==> config.mk <==
export PLATFORM = sky130hd
export DESIGN_NAME = vmask_cmpx
export DESIGN_NICKNAME = d
export VERILOG_FILES = /design/src/rtl/vmx_pkg.sv /design/src/rtl/vmx_popcount.sv /design/src/rtl/vmx_seq.sv /design/src/rtl/vmx_route.sv /design/src/rtl/vmask_cmpx.sv
export SDC_FILE = /design/constraint.sdc
export NUM_CORES = 1
export LEC_CHECK = 0
export BUFFER_PORTS_ARGS = -buffer_cell sky130_fd_sc_hd__buf_2
export CAP_MARGIN = 5
export CORE_MARGIN = 2
export CORE_UTILIZATION = 50
export DETAILED_ROUTE_END_ITERATION = 12
export PLACE_DENSITY = 0.78
export SLEW_MARGIN = 20
export SYNTH_ARGS = -nofsm -noshare
export SYNTH_HDL_FRONTEND = slang
export SYNTH_SLANG_ARGS = --single-unit
export TNS_END_PERCENT = 10
==> constraint.sdc <==
create_clock -name clk -period 8 [get_ports clk]
set_input_delay 2.4 -clock clk [delete_from_list [all_inputs] [get_ports clk]]
set_output_delay 2.4 -clock clk [all_outputs]
set_load 0.1 [all_outputs]
==> src/rtl/vmx_pkg.sv <==
// Shared definitions for the vector mask compress/expand unit.
package vmx_pkg;
    // Operation selector: pack set-mask elements, or spread them back out.
    typedef enum logic {
        OP_PACK   = 1'b0,
        OP_SPREAD = 1'b1
    } vmx_op_e;
endpackage

==> src/rtl/vmx_popcount.sv <==
// Counts set bits of a mask vector.
// Assumes: purely combinational; N is small enough for a linear sum.
module vmx_popcount #(
    parameter int N  = 16,
    localparam int CW = $clog2(N + 1)
) (
    input  logic [N-1:0]  bits_i,
    output logic [CW-1:0] count_o
);
    // Sum the bits one by one.
    always_comb begin
        count_o = '0;
        for (int j = 0; j < N; j++) begin
            count_o = count_o + CW'(bits_i[j]);
        end
    end
endmodule

==> src/rtl/vmx_seq.sv <==
// Sequencer: accepts a start while idle, latches the operation, steps an
// element counter once per cycle and pulses done after the last element.
// Assumes: vl_i <= VLMAX; mask_i is already clipped to the active length.
module vmx_seq #(
    parameter int VLMAX = 16,
    localparam int IW = $clog2(VLMAX),
    localparam int LW = $clog2(VLMAX + 1)
) (
    input  logic             clk,
    input  logic             rst_n,
    input  logic             start_i,
    input  logic             op_i,
    input  logic [LW-1:0]    vl_i,
    input  logic [VLMAX-1:0] mask_i,
    input  logic [LW-1:0]    popcnt_i,
    output logic             accept_o,
    output logic             busy_o,
    output logic             done_o,
    output logic [IW-1:0]    elem_idx_o,
    output logic             op_o,
    output logic             mask_bit_o,
    output logic [LW-1:0]    packed_len_o
);
    logic [VLMAX-1:0] mask_q;
    logic [LW-1:0]    vl_q;
    logic             last_elem;

    // A start is taken only when no operation is running.
    assign accept_o   = start_i && !busy_o;
    assign last_elem  = (LW'(elem_idx_o) + LW'(1)) == vl_q;
    assign mask_bit_o = mask_q[elem_idx_o];

    // Operation state: latch on accept, step while busy, pulse done at end.
    always_ff @(posedge clk) begin
        if (!rst_n) begin
            mask_q       <= '0;
            vl_q         <= '0;
            op_o         <= 1'b0;
            busy_o       <= 1'b0;
            done_o       <= 1'b0;
            elem_idx_o   <= '0;
            packed_len_o <= '0;
        end else begin
            done_o <= 1'b0;
            if (accept_o) begin
                mask_q       <= mask_i;
                vl_q         <= vl_i;
                op_o         <= op_i;
                packed_len_o <= popcnt_i;
                elem_idx_o   <= '0;
                if (vl_i == '0) done_o <= 1'b1;
                else            busy_o <= 1'b1;
            end else if (busy_o) begin
                if (last_elem) begin
                    busy_o <= 1'b0;
                    done_o <= 1'b1;
                end else begin
                    elem_idx_o <= elem_idx_o + IW'(1);
                end
            end
        end
    end
endmodule

==> src/rtl/vmx_route.sv <==
// Router: keeps the packed-slot counter and maps the element counter and
// packed-slot counter onto source read and destination write indices.
// Assumes: source data returns combinationally for src_idx_o.
module vmx_route #(
    parameter int VLMAX = 16,
    parameter int EW    = 16,
    localparam int IW = $clog2(VLMAX)
) (
    input  logic          clk,
    input  logic          rst_n,
    input  logic          clear_i,
    input  logic          busy_i,
    input  logic          op_i,
    input  logic          mask_bit_i,
    input  logic [IW-1:0] elem_idx_i,
    input  logic [EW-1:0] src_data_i,
    output logic [IW-1:0] src_idx_o,
    output logic          wr_en_o,
    output logic [IW-1:0] wr_idx_o,
    output logic [EW-1:0] wr_data_o
);
    import vmx_pkg::*;

    logic [IW-1:0] slot_q;
    logic          spread;

    assign spread = (vmx_op_e'(op_i) == OP_SPREAD);

    // Packed-slot counter: restarts on accept, advances on each active element.
    always_ff @(posedge clk) begin
        if (!rst_n)                     slot_q <= '0;
        else if (clear_i)               slot_q <= '0;
        else if (busy_i && mask_bit_i)  slot_q <= slot_q + IW'(1);
    end

    // Index mapping: the packed side is the slot counter, the sparse side is the element counter.
    always_comb begin
        src_idx_o = spread ? slot_q : elem_idx_i;
        wr_idx_o  = spread ? elem_idx_i : slot_q;
        wr_en_o   = busy_i && mask_bit_i;
        wr_data_o = src_data_i;
    end
endmodule

==> src/rtl/vmask_cmpx.sv <==
// Top: vector mask compress/expand unit. Clips the mask to the active
// length, counts it, and drives one element per cycle through the router.
// Assumes: vl_i <= VLMAX; one-cycle combinational source read.
module vmask_cmpx #(
    parameter int VLMAX = 16,
    parameter int EW    = 16,
    localparam int IW = $clog2(VLMAX),
    localparam int LW = $clog2(VLMAX + 1)
) (
    input  logic             clk,
    input  logic             rst_n,
    input  logic             start_i,
    input  logic             op_i,
    input  logic [LW-1:0]    vl_i,
    input  logic [VLMAX-1:0] mask_i,
    output logic [IW-1:0]    src_rd_idx_o,
    input  logic [EW-1:0]    src_rd_data_i,
    output logic             dst_wr_en_o,
    output logic [IW-1:0]    dst_wr_idx_o,
    output logic [EW-1:0]    dst_wr_data_o,
    output logic             busy_o,
    output logic             done_o,
    output logic [LW-1:0]    packed_len_o
);
    logic [VLMAX-1:0] mask_clip;
    logic [LW-1:0]    popcnt;
    logic             accept;
    logic [IW-1:0]    elem_idx;
    logic             op_q;
    logic             mask_bit;

    // Drop mask bits at or beyond the active length.
    always_comb begin
        for (int j = 0; j < VLMAX; j++) begin
            mask_clip[j] = mask_i[j] && (j < int'(vl_i));
        end
    end

    vmx_popcount #(.N(VLMAX)) u_pop (
        .bits_i  (mask_clip),
        .count_o (popcnt)
    );

    vmx_seq #(.VLMAX(VLMAX)) u_seq (
        .clk          (clk),
        .rst_n        (rst_n),
        .start_i      (start_i),
        .op_i         (op_i),
        .vl_i         (vl_i),
        .mask_i       (mask_clip),
        .popcnt_i     (popcnt),
        .accept_o     (accept),
        .busy_o       (busy_o),
        .done_o       (done_o),
        .elem_idx_o   (elem_idx),
        .op_o         (op_q),
        .mask_bit_o   (mask_bit),
        .packed_len_o (packed_len_o)
    );

    vmx_route #(.VLMAX(VLMAX), .EW(EW)) u_route (
        .clk        (clk),
        .rst_n      (rst_n),
        .clear_i    (accept),
        .busy_i     (busy_o),
        .op_i       (op_q),
        .mask_bit_i (mask_bit),
        .elem_idx_i (elem_idx),
        .src_data_i (src_rd_data_i),
        .src_idx_o  (src_rd_idx_o),
        .wr_en_o    (dst_wr_en_o),
        .wr_idx_o   (dst_wr_idx_o),
        .wr_data_o  (dst_wr_data_o)
    );
endmodule

==> flow_results.org, run 1 <==
** Worst setup path
- STA classifies the critical path startpoint as a primary input.
- Setup slack of the most critical reg-to-reg path :: around 5400 ps
- Among the stages of the critical path, the cell type that occurs most often is sky130_fd_sc_hd__fa_1.
- Endpoint kind of the worst setup timing path :: register
- STA puts the critical path data required time at slightly above 8000 ps.
- The startpoint identified for the worst register-to-register timing path is u_seq.elem_idx_o[0].
- Walking the worst path, the cells encountered are buf_2, or3_1, nor3_1, nor2b_1, ha_1, inv_1, fa_1, fa_1, fa_1, inv_1, fa_1, inv_1, fa_1, fa_1, nor2b_1, nor2_1, o21ai_0, a21oi_1.
- In this design, the stage delay of the slowest critical-path cell is just over 500 ps.
- The slowest stage of the critical path is the sky130_fd_sc_hd__fa_1 cell.
- Worst-path maximum fanout :: 12
- The worst register-to-register path ends at u_seq.busy_o.
- Worst Reg-to-Reg Cells :: 6
- Data arrival time of the critical path :: 7060 ps
- The critical path in this run is classified as in -> reg.

** Finish
- Summing all non-filler instances in the final layout gives an area of 2590 um^2.
- Count of inserted antenna diode cells :: 0
- In the final layout, the share of cells above drive strength 1 is 0.204.
- Growth of design area from synthesis to finish :: 6.70%
- Number of standard cells in the final layout excluding fillers :: between 300 and 400
- Fillcell total :: ~440
- In the final design database the tool counted approximately 360 nets.

** Clock network
- CTS built an H-tree with a depth of 2.
- CTS tree :: yes
- Clock latency on the worst-skew pair, taken at its later pin, is around 300 ps.
- The clock net in this run drives a total of 37 sinks.
- Worst-path clk slew :: roughly 80 ps
- Number of buffers added to fix hold violations after cts :: 0
- Master cell of the clock root buffer :: sky130_fd_sc_hd__clkbuf_8
- Count of instances resized after the clock tree is built :: 0
- Clock buffer count from CTS :: 5
- Number of buffers between clock root and the deepest sink :: 2
- Number of setup buffers added after CTS :: 0

** Die
- The die is about 74 um tall.
- The initial utilization of the core area, before any placement, comes to 0.517.
- The die covers about 5400 um^2.
- Measured along the x axis, the die boundary spans roughly 74 um.
- Number of I/O pins :: 73
- Core Area :: 4690 um^2
- Rows :: 25

** Detailed routing
- Antenna-violating nets left :: 0
- In this run, the number of DRC markers left after iteration 0 of detailed routing was 80.
- Across all layers, the routed design uses approximately 2000 vias.
- Routed wire length :: between 5000 and 6000 um
- Via density per instance :: approximately 5.7
- In the routed design, unresolved DRC markers number 0.
- The first detailed-routing pass took 4 iterations.
- Detailed-route wire length per cell :: ~16 um

** Timing
- Once routing completed, OpenROAD measured the worst setup slack at around 1100 ps.
- Final count of hold timing violations :: 0
- Setup skew after layout :: 9.78 ps
- Final period util :: 0.864
- For this run, the top clock speed supported by timing is about 140 MHz.
- Max-slew violation count :: 0
- Tightest Pin Transition :: 1040 ps
- The worst pin sits at a relative slew slack of 0.307.
- Setup violations remaining at the end of the flow were counted as 0.
- Minimum clock period after layout :: between 6000 and 7000 ps
- Final sum of negative setup slack :: 0 ps
- Setup repair after global routing missed its margin :: no

** Min path
- The startpoint identified for the worst hold timing path is u_seq.mask_q[7].
- Worst hold stages :: 2
- Endpoint of the worst hold-timing path :: u_seq.mask_q[7]
- Hold/Removal Path Class :: reg -> reg

** Yosys
- The cell area that synthesis handed to floorplanning was 2430 um^2.
- Synthesis produced a netlist with a net count of between 300 and 400.
- Fraction of synthesized cell area taken by the top area cell type :: 0.305
- Each instance of the synthesized netlist takes up on average between 8 and 9 um^2.
- Flops & latches, synth :: 37
- Cell count after synthesis :: 290
- After synthesis, the netlist uses 45 different library cells.
- YS warnings :: 0
- Dominant cell by count in the synthesized netlist :: sky130_fd_sc_hd__nand2_1
- Sequential fraction of the synthesis area :: 0.305
- Post-synth EDFFs :: 0
- Most instantiated cells after synthesis :: 44 x sky130_fd_sc_hd__nand2_1, 37 x sky130_fd_sc_hd__dfxtp_1, 23 x sky130_fd_sc_hd__a21oi_1
- The most used flip-flop cell after synthesis is sky130_fd_sc_hd__dfxtp_1.
- By area the synthesized netlist is led by sky130_fd_sc_hd__dfxtp_1 31%, sky130_fd_sc_hd__fa_1 8.2%, sky130_fd_sc_hd__nand2_1 6.8%.
- In the synthesized netlist the async set-or-reset flop fraction comes to 0.
- The largest total area in the synthesized netlist belongs to sky130_fd_sc_hd__dfxtp_1.

** Power and ir drop
- Internal portion of total power :: around 0.00034 W
- Summed over all nets, the switching power comes to ~0.00023 W.
- Of the total power, the share spent switching nets is 0.407.
- Register share of total power :: 0.373
- Part of the power in combinational logic :: 0.397
- Of the total power, the clock network draws 0.230.
- Leakage power :: between 1 and 1.5 nW
- Power density normalized to cell area :: ~220 nW/um^2
- Across the VDD grid, the largest voltage drop is approximately 0.17 mV.

** Place
- Placer Congestion :: around 0.83
- The count of buffers added on input and output ports is 40.
- DP Area :: roughly 2500 um^2
- In this run, placement finished with an instance count of 350.
- The wire-length estimate of the detail-placed layout is ~4000 um.
- Pre-CTS setup slack :: just under 800 ps

** Global routing
- Initial antenna violation count :: 0
- Global-route wire length before repair :: 9480 um
- GRT Total Usage :: 0.229
- Entering global routing, the biggest net connects 33 pins.
- The via count of the first global-routing pass was ~2000.
- Overflow left after global routing :: 0

** Run status
- The run finished with clean final reports.

** Run
- Number of max-cap violations :: 0
==> metal layers <==
| metal | share of wire | track usage |
|---|---|---|
| met2 | 0.50 | 0.386 |
| met5 | 0 | 0 |
| met1 | 0.44 | 0.289 |
| met3 | 0.040 | 0.0508 |
| met4 | 0.016 | 0.0747 |
==> power groups by stage <==
| stage | clock network [W] | registers [W] | logic (W) |
|---|---|---|---|
| global placement | 0 | 0.000215 | 0.000218 |
| CTS | 0.000133 | 0.000212 | 0.000227 |
| detailed placement | 0 | 0.000216 | 0.000226 |
| global route | 0.000142 | 0.000214 | 0.000254 |
| finish | 0.000131 | 0.000212 | 0.000225 |
| floorplan | 0 | 0.000256 | 0.000176 |
==> stage by stage <==
stage | util | hold slack (ps) | total power (W)
6_report | 0.552 | 461 | 0.000568
5_1_grt | 0.552 | 475 | 0.000609
4_1_cts | 0.552 | 459 | 0.000572
3_5_place_dp | 0.534 | 449 | 0.000442
3_3_place_gp | 0.534 | 442 | 0.000433
2_1_floorplan | - | 433 | 0.000433
==> registers in the layout (all words and copies together) (netlist names) <==
signal and flops:
u_seq.mask_q 16, u_seq.packed_len_o 5, u_seq.vl_q 5, u_route.slot_q 4
u_seq.elem_idx_o 4, u_seq.busy_o 1, u_seq.done_o 1, u_seq.op_o 1
==> final cells by class <==
class | instances | area (um^2) | share of cell area
clock buffer | 6 | 72.6 | 0.0280
clock inverter | 2 | 10.0 | 0.00386
inverter | 16 | 60.1 | 0.0232
multi-input combinational | 202 | 1430 | 0.553
sequential | 37 | 741 | 0.286
tap | 54 | 67.6 | 0.0261
timing repair buffer | 41 | 208 | 0.0802
==> layout by cell type, fill, tap and decap left out, drive strengths merged, types with 10 or more instances in the layout <==
cell type,count
buf,41
nand2,44
o21ai,10
nor2b,10
nor2,20
fa,10
mux2i,10
dfxtp,37
a21oi,23
inv,16
==> critical path: cells and delay by family <==
family	cells	cell delay [ps]
AOI/OAI and AO/OA	2	190
adders and majority gates	7	3040
and+or+nand+nor	5	1120
buffers and inverters	4	310
==> how the worst max path moves through the flow <==
stage	from	endpoint	slack [ps]	depth (start not counted)
after detailed placement	vl_i[4]	u_seq.packed_len_o[2]	770	18
after global routing	vl_i[4]	u_seq.packed_len_o[2]	770	18
after floorplan	vl_i[3]	u_seq.packed_len_o[2]	1190	18
after global placement	vl_i[4]	u_seq.packed_len_o[2]	910	18
after CTS	vl_i[4]	u_seq.packed_len_o[2]	1080	18
final	vl_i[4]	u_seq.packed_len_o[2]	1080	18
==> cells by family (layout without fill, tap and decap cells) <==
group	Yosys count	in the layout	synth area share
and+or+nand+nor	99	99	0.189
xor gates and xnor gates	5	5	0.0180
muxes	20	20	0.0969
adders and majority gates	17	17	0.119
DFF	37	37	0.305
AOI/OAI and AO/OA	61	61	0.166
buffers and inverters	51	65	0.106
Note: power is estimated with default switching activity, not from simulation.
==> run 2: changes to the inputs <==
--- a/config.mk
+++ b/config.mk
@@ -9,8 +9,11 @@
 export CAP_MARGIN = 5
 export CORE_MARGIN = 2
 export CORE_UTILIZATION = 50
+export CTS_CLUSTER_SIZE = 25
 export DETAILED_ROUTE_END_ITERATION = 12
 export PLACE_DENSITY = 0.78
+export RECOVER_POWER = 50
+export REMOVE_ABC_BUFFERS = 1
 export SLEW_MARGIN = 20
 export SYNTH_ARGS = -nofsm -noshare
 export SYNTH_HDL_FRONTEND = slang
==> run 2 against run 1 <==
Compared with the run above:
- utilization fell by 0.13 points
- fmax decreased by 1.4%
- via count increased by 0.20%
- global-route usage shrank 0.43 points
==> flow_results.org, run 2 (same netlist as run 1, synthesis figures left out) <==
** Run status
- Run status :: complete, no violations

** Worst setup path
- The slowest stage of the critical path belongs to the cell sky130_fd_sc_hd__or3_1.
- Data required, critical path :: 8140 ps (about the same)
- The data arrival time at the worst-slack endpoint came to 7150 ps (+90 ps).
- Worst reg2reg path startpoint :: u_seq.elem_idx_o[0]
- Worst Reg-to-Reg Cells :: 6 (unchanged)
- Grouping stages by cell kind, the critical path spends the most delay in adder cells.
- The signal on the critical path passes through clkbuf_1, or3_1, nor3_1, nor2b_1, ha_1, inv_1, fa_1, fa_1, fa_1, inv_1, fa_1, inv_1, fa_1, fa_1, nor2b_1, nor2_1, o21ai_0, a21oi_1.
- Peak per-stage delay on the critical path :: 520 ps (about the same)
- Startpoint type of the worst setup path :: primary input
- The biggest fanout along the worst timing path came to 12 (unchanged).
- The sum of buffers and inverters on the critical path came to 4 (unchanged).
- By startpoint and endpoint, the worst setup path is classified as in -> reg.
- By instance count, the cell type seen most on the critical path is sky130_fd_sc_hd__fa_1.
- STA classifies the critical path endpoint as a register.
- Worst reg2reg path endpoint :: u_seq.busy_o
- Setup slack of the most critical reg-to-reg path :: 5510 ps (+80 ps)

** Timing
- The worst-margin pin slew came to 1190 ps (+147 ps).
- The final cycle utilization of the critical path came to 0.877 (+0.0125).
- Headroom to the max-slew limit :: 0.212 (-0.0948)
- The peak clock frequency supported by timing is 143 MHz (-1.4%).
- The post-layout minimum cycle time came to 7020 ps (+100 ps).
- The final number of setup-violating endpoints was 0 (unchanged).
- Hold WS :: 454 ps (-7.05 ps)
- The final clock skew was 10.9 ps (+1.16 ps).
- The least setup slack across all paths after layout came to 984 ps (-100 ps).
- The final setup TNS was 0 ps (unchanged).
- Max-slew violation count :: 0 (unchanged)
- Final count of hold timing violations :: 0 (unchanged)
- Setup repair after global routing missed its margin :: no

** Die
- The row count is 25 (unchanged).
- The floorplan die area came to 5430 um^2 (unchanged).
- Initial standard-cell utilization of the core :: 0.517 (unchanged)
- Core Area :: 4690 um^2 (unchanged)
- The die height is 73.7 um (unchanged).
- The width of the die was 73.7 um (unchanged).
- The top-level I/O count was 73 (unchanged).

** Global routing
- The via count of the first global-routing pass came to 1931 (-1.9%).
- Global-route wire length before repair :: 9240 um (-2.5%)
- The largest net degree at the start of global routing is 33 (unchanged).
- Overflow left after global routing :: 0 (unchanged)
- Initial antenna violation count :: 0 (unchanged)
- GRT Total Usage :: 0.224 (-0.00432)

** Clock network
- Master cell of the clock root buffer :: sky130_fd_sc_hd__clkbuf_8
- The clock transition at the registers of the reported paths is 80 ps (about the same).
- Number of clock sinks :: 37 (unchanged)
- The number of levels in the clock H-tree was 2 (unchanged).
- The total CTS buffers was 5 (unchanged).
- The insertion delay to the later sink of the worst-skew pair was 290 ps (about the same).
- Count of instances resized after the clock tree is built :: 0 (unchanged)
- TritonCTS built the clock tree.
- The clock tree buffer depth is 2 (unchanged).
- The post-cts hold buffer count came to 0 (unchanged).
- The setup fix buffers added after clock tree synthesis is 0 (unchanged).

** Detailed routing
- The via density per instance was 5.69 (+0.48%).
- Detailed-routing iteration count for the pre-antenna-repair pass :: 4 (unchanged)
- The wire length per cell was 15.5 um (-0.58%).
- Routed wire length :: 5550 um (-0.86%)
- The routed via count was 2033 (+0.20%).
- Post-route DRC violation count :: 0 (unchanged)
- Antenna-violating nets left :: 0 (unchanged)
- DR iter-0 viols :: 125 (+56%)

** Min path
- Hold/Removal Path Class :: reg -> reg
- The worst hold path terminates at u_seq.packed_len_o[4].
- Worst hold stages :: 2 (unchanged)
- Worst hold start :: u_seq.packed_len_o[4]

** Run
- The max-capacitance violation count was 0 (unchanged).

** Finish
- Register bank with the most flops :: u_seq.mask_q
- Most frequent cells in the layout :: 44 x sky130_fd_sc_hd__nand2_1, 37 x sky130_fd_sc_hd__dfxtp_1, 32 x sky130_fd_sc_hd__buf_2, 23 x sky130_fd_sc_hd__a21oi_1, 20 x sky130_fd_sc_hd__nor2_1
- Fraction of final layout cells sized beyond drive strength 1 :: 0.175 (-0.0290)
- The number of nets in the layout was 361 (unchanged).
- Count of inserted antenna diode cells :: 0 (unchanged)
- Most frequent standard cell in the layout excluding fill and tap cells :: sky130_fd_sc_hd__nand2_1
- Largest registers in the final layout :: u_seq.mask_q (16), u_seq.packed_len_o (5), u_seq.vl_q (5)
- The number of fill cells in the layout was 445 (+0.23%).
- Relative to the synthesized area, the layout overhead comes to 6.44%.
- Number of flip-flops in the largest register :: 16 (unchanged)

** Power and ir drop
- Worst VDD drop :: 0.166 mV (+0.57%)
- The leakage power total is 1.11 nW (-2.8%).
- Power density normalized to cell area :: 219 nW/um^2 (about the same)
- Total power :: 0.000567 W (-0.17%)

** Place
- Pre-CTS setup slack :: 776 ps (+7.59 ps)
- The number of I/O port buffers came to 40 (unchanged).
- The HPWL reported at the end of detailed placement was 4070 um (+1.4%).
- The last weighted congestion value of the routability-driven placer was 0.881 (+6.1%).
[run 2: power by group]
part	internal [W]	switching, W	leakage, nW
combinational	0.0000764	0.000146	0.760
clock	0.0000684	0.0000646	0.0443
sequential	0.000198	0.0000130	0.302
total	0.000343	0.000224	1.11
[run 2: cell type report]
| cell class | count | area, um^2 | share of cell area |
|---|---|---|---|
| flip-flops and latches | 37 | 741 | 0.287 |
| repair buffers | 41 | 198 | 0.0765 |
| clock buffers | 7 | 86.3 | 0.0334 |
| well taps | 54 | 67.6 | 0.0262 |
| inverters | 16 | 60.1 | 0.0232 |
| multi-input cells | 202 | 1430 | 0.554 |
[run 2: how the worst max path moves through the flow]
stage / startpoint / end / slack, ps / depth (start not counted)
6_report: vl_i[4] / u_seq.packed_len_o[2] / 980 / 18
5_1_grt: vl_i[4] / u_seq.packed_len_o[2] / 660 / 18
4_1_cts: vl_i[4] / u_seq.packed_len_o[2] / 1070 / 18
3_5_place_dp: vl_i[4] / u_seq.packed_len_o[2] / 780 / 18
3_3_place_gp: vl_i[4] / u_seq.packed_len_o[2] / 880 / 18
2_1_floorplan: vl_i[4] / u_seq.packed_len_o[2] / 1270 / 17
[run 2: per-layer routing]
layer	up-vias	track usage	wire length, um
met4	0	0.0828	76
met2	68	0.332	2560
met3	6	0.0617	362
li1	993	-	-
met5	-	0	0
met1	966	0.312	2550
[run 2: tightest hold or removal path: stages, from the launching register on]
cell and delay (ps):
sky130_fd_sc_hd__dfxtp_1 310, sky130_fd_sc_hd__nand2_1 50, sky130_fd_sc_hd__a21oi_1 50
[run 2: through the flow]
step           cells  area (um^2)   util
5_1_grt          357         2580  0.551
3_5_place_dp     350         2510  0.534
4_1_cts          357         2590  0.553
2_1_floorplan    255         2230      -
3_3_place_gp     350         2510  0.534
6_report         357         2580  0.551
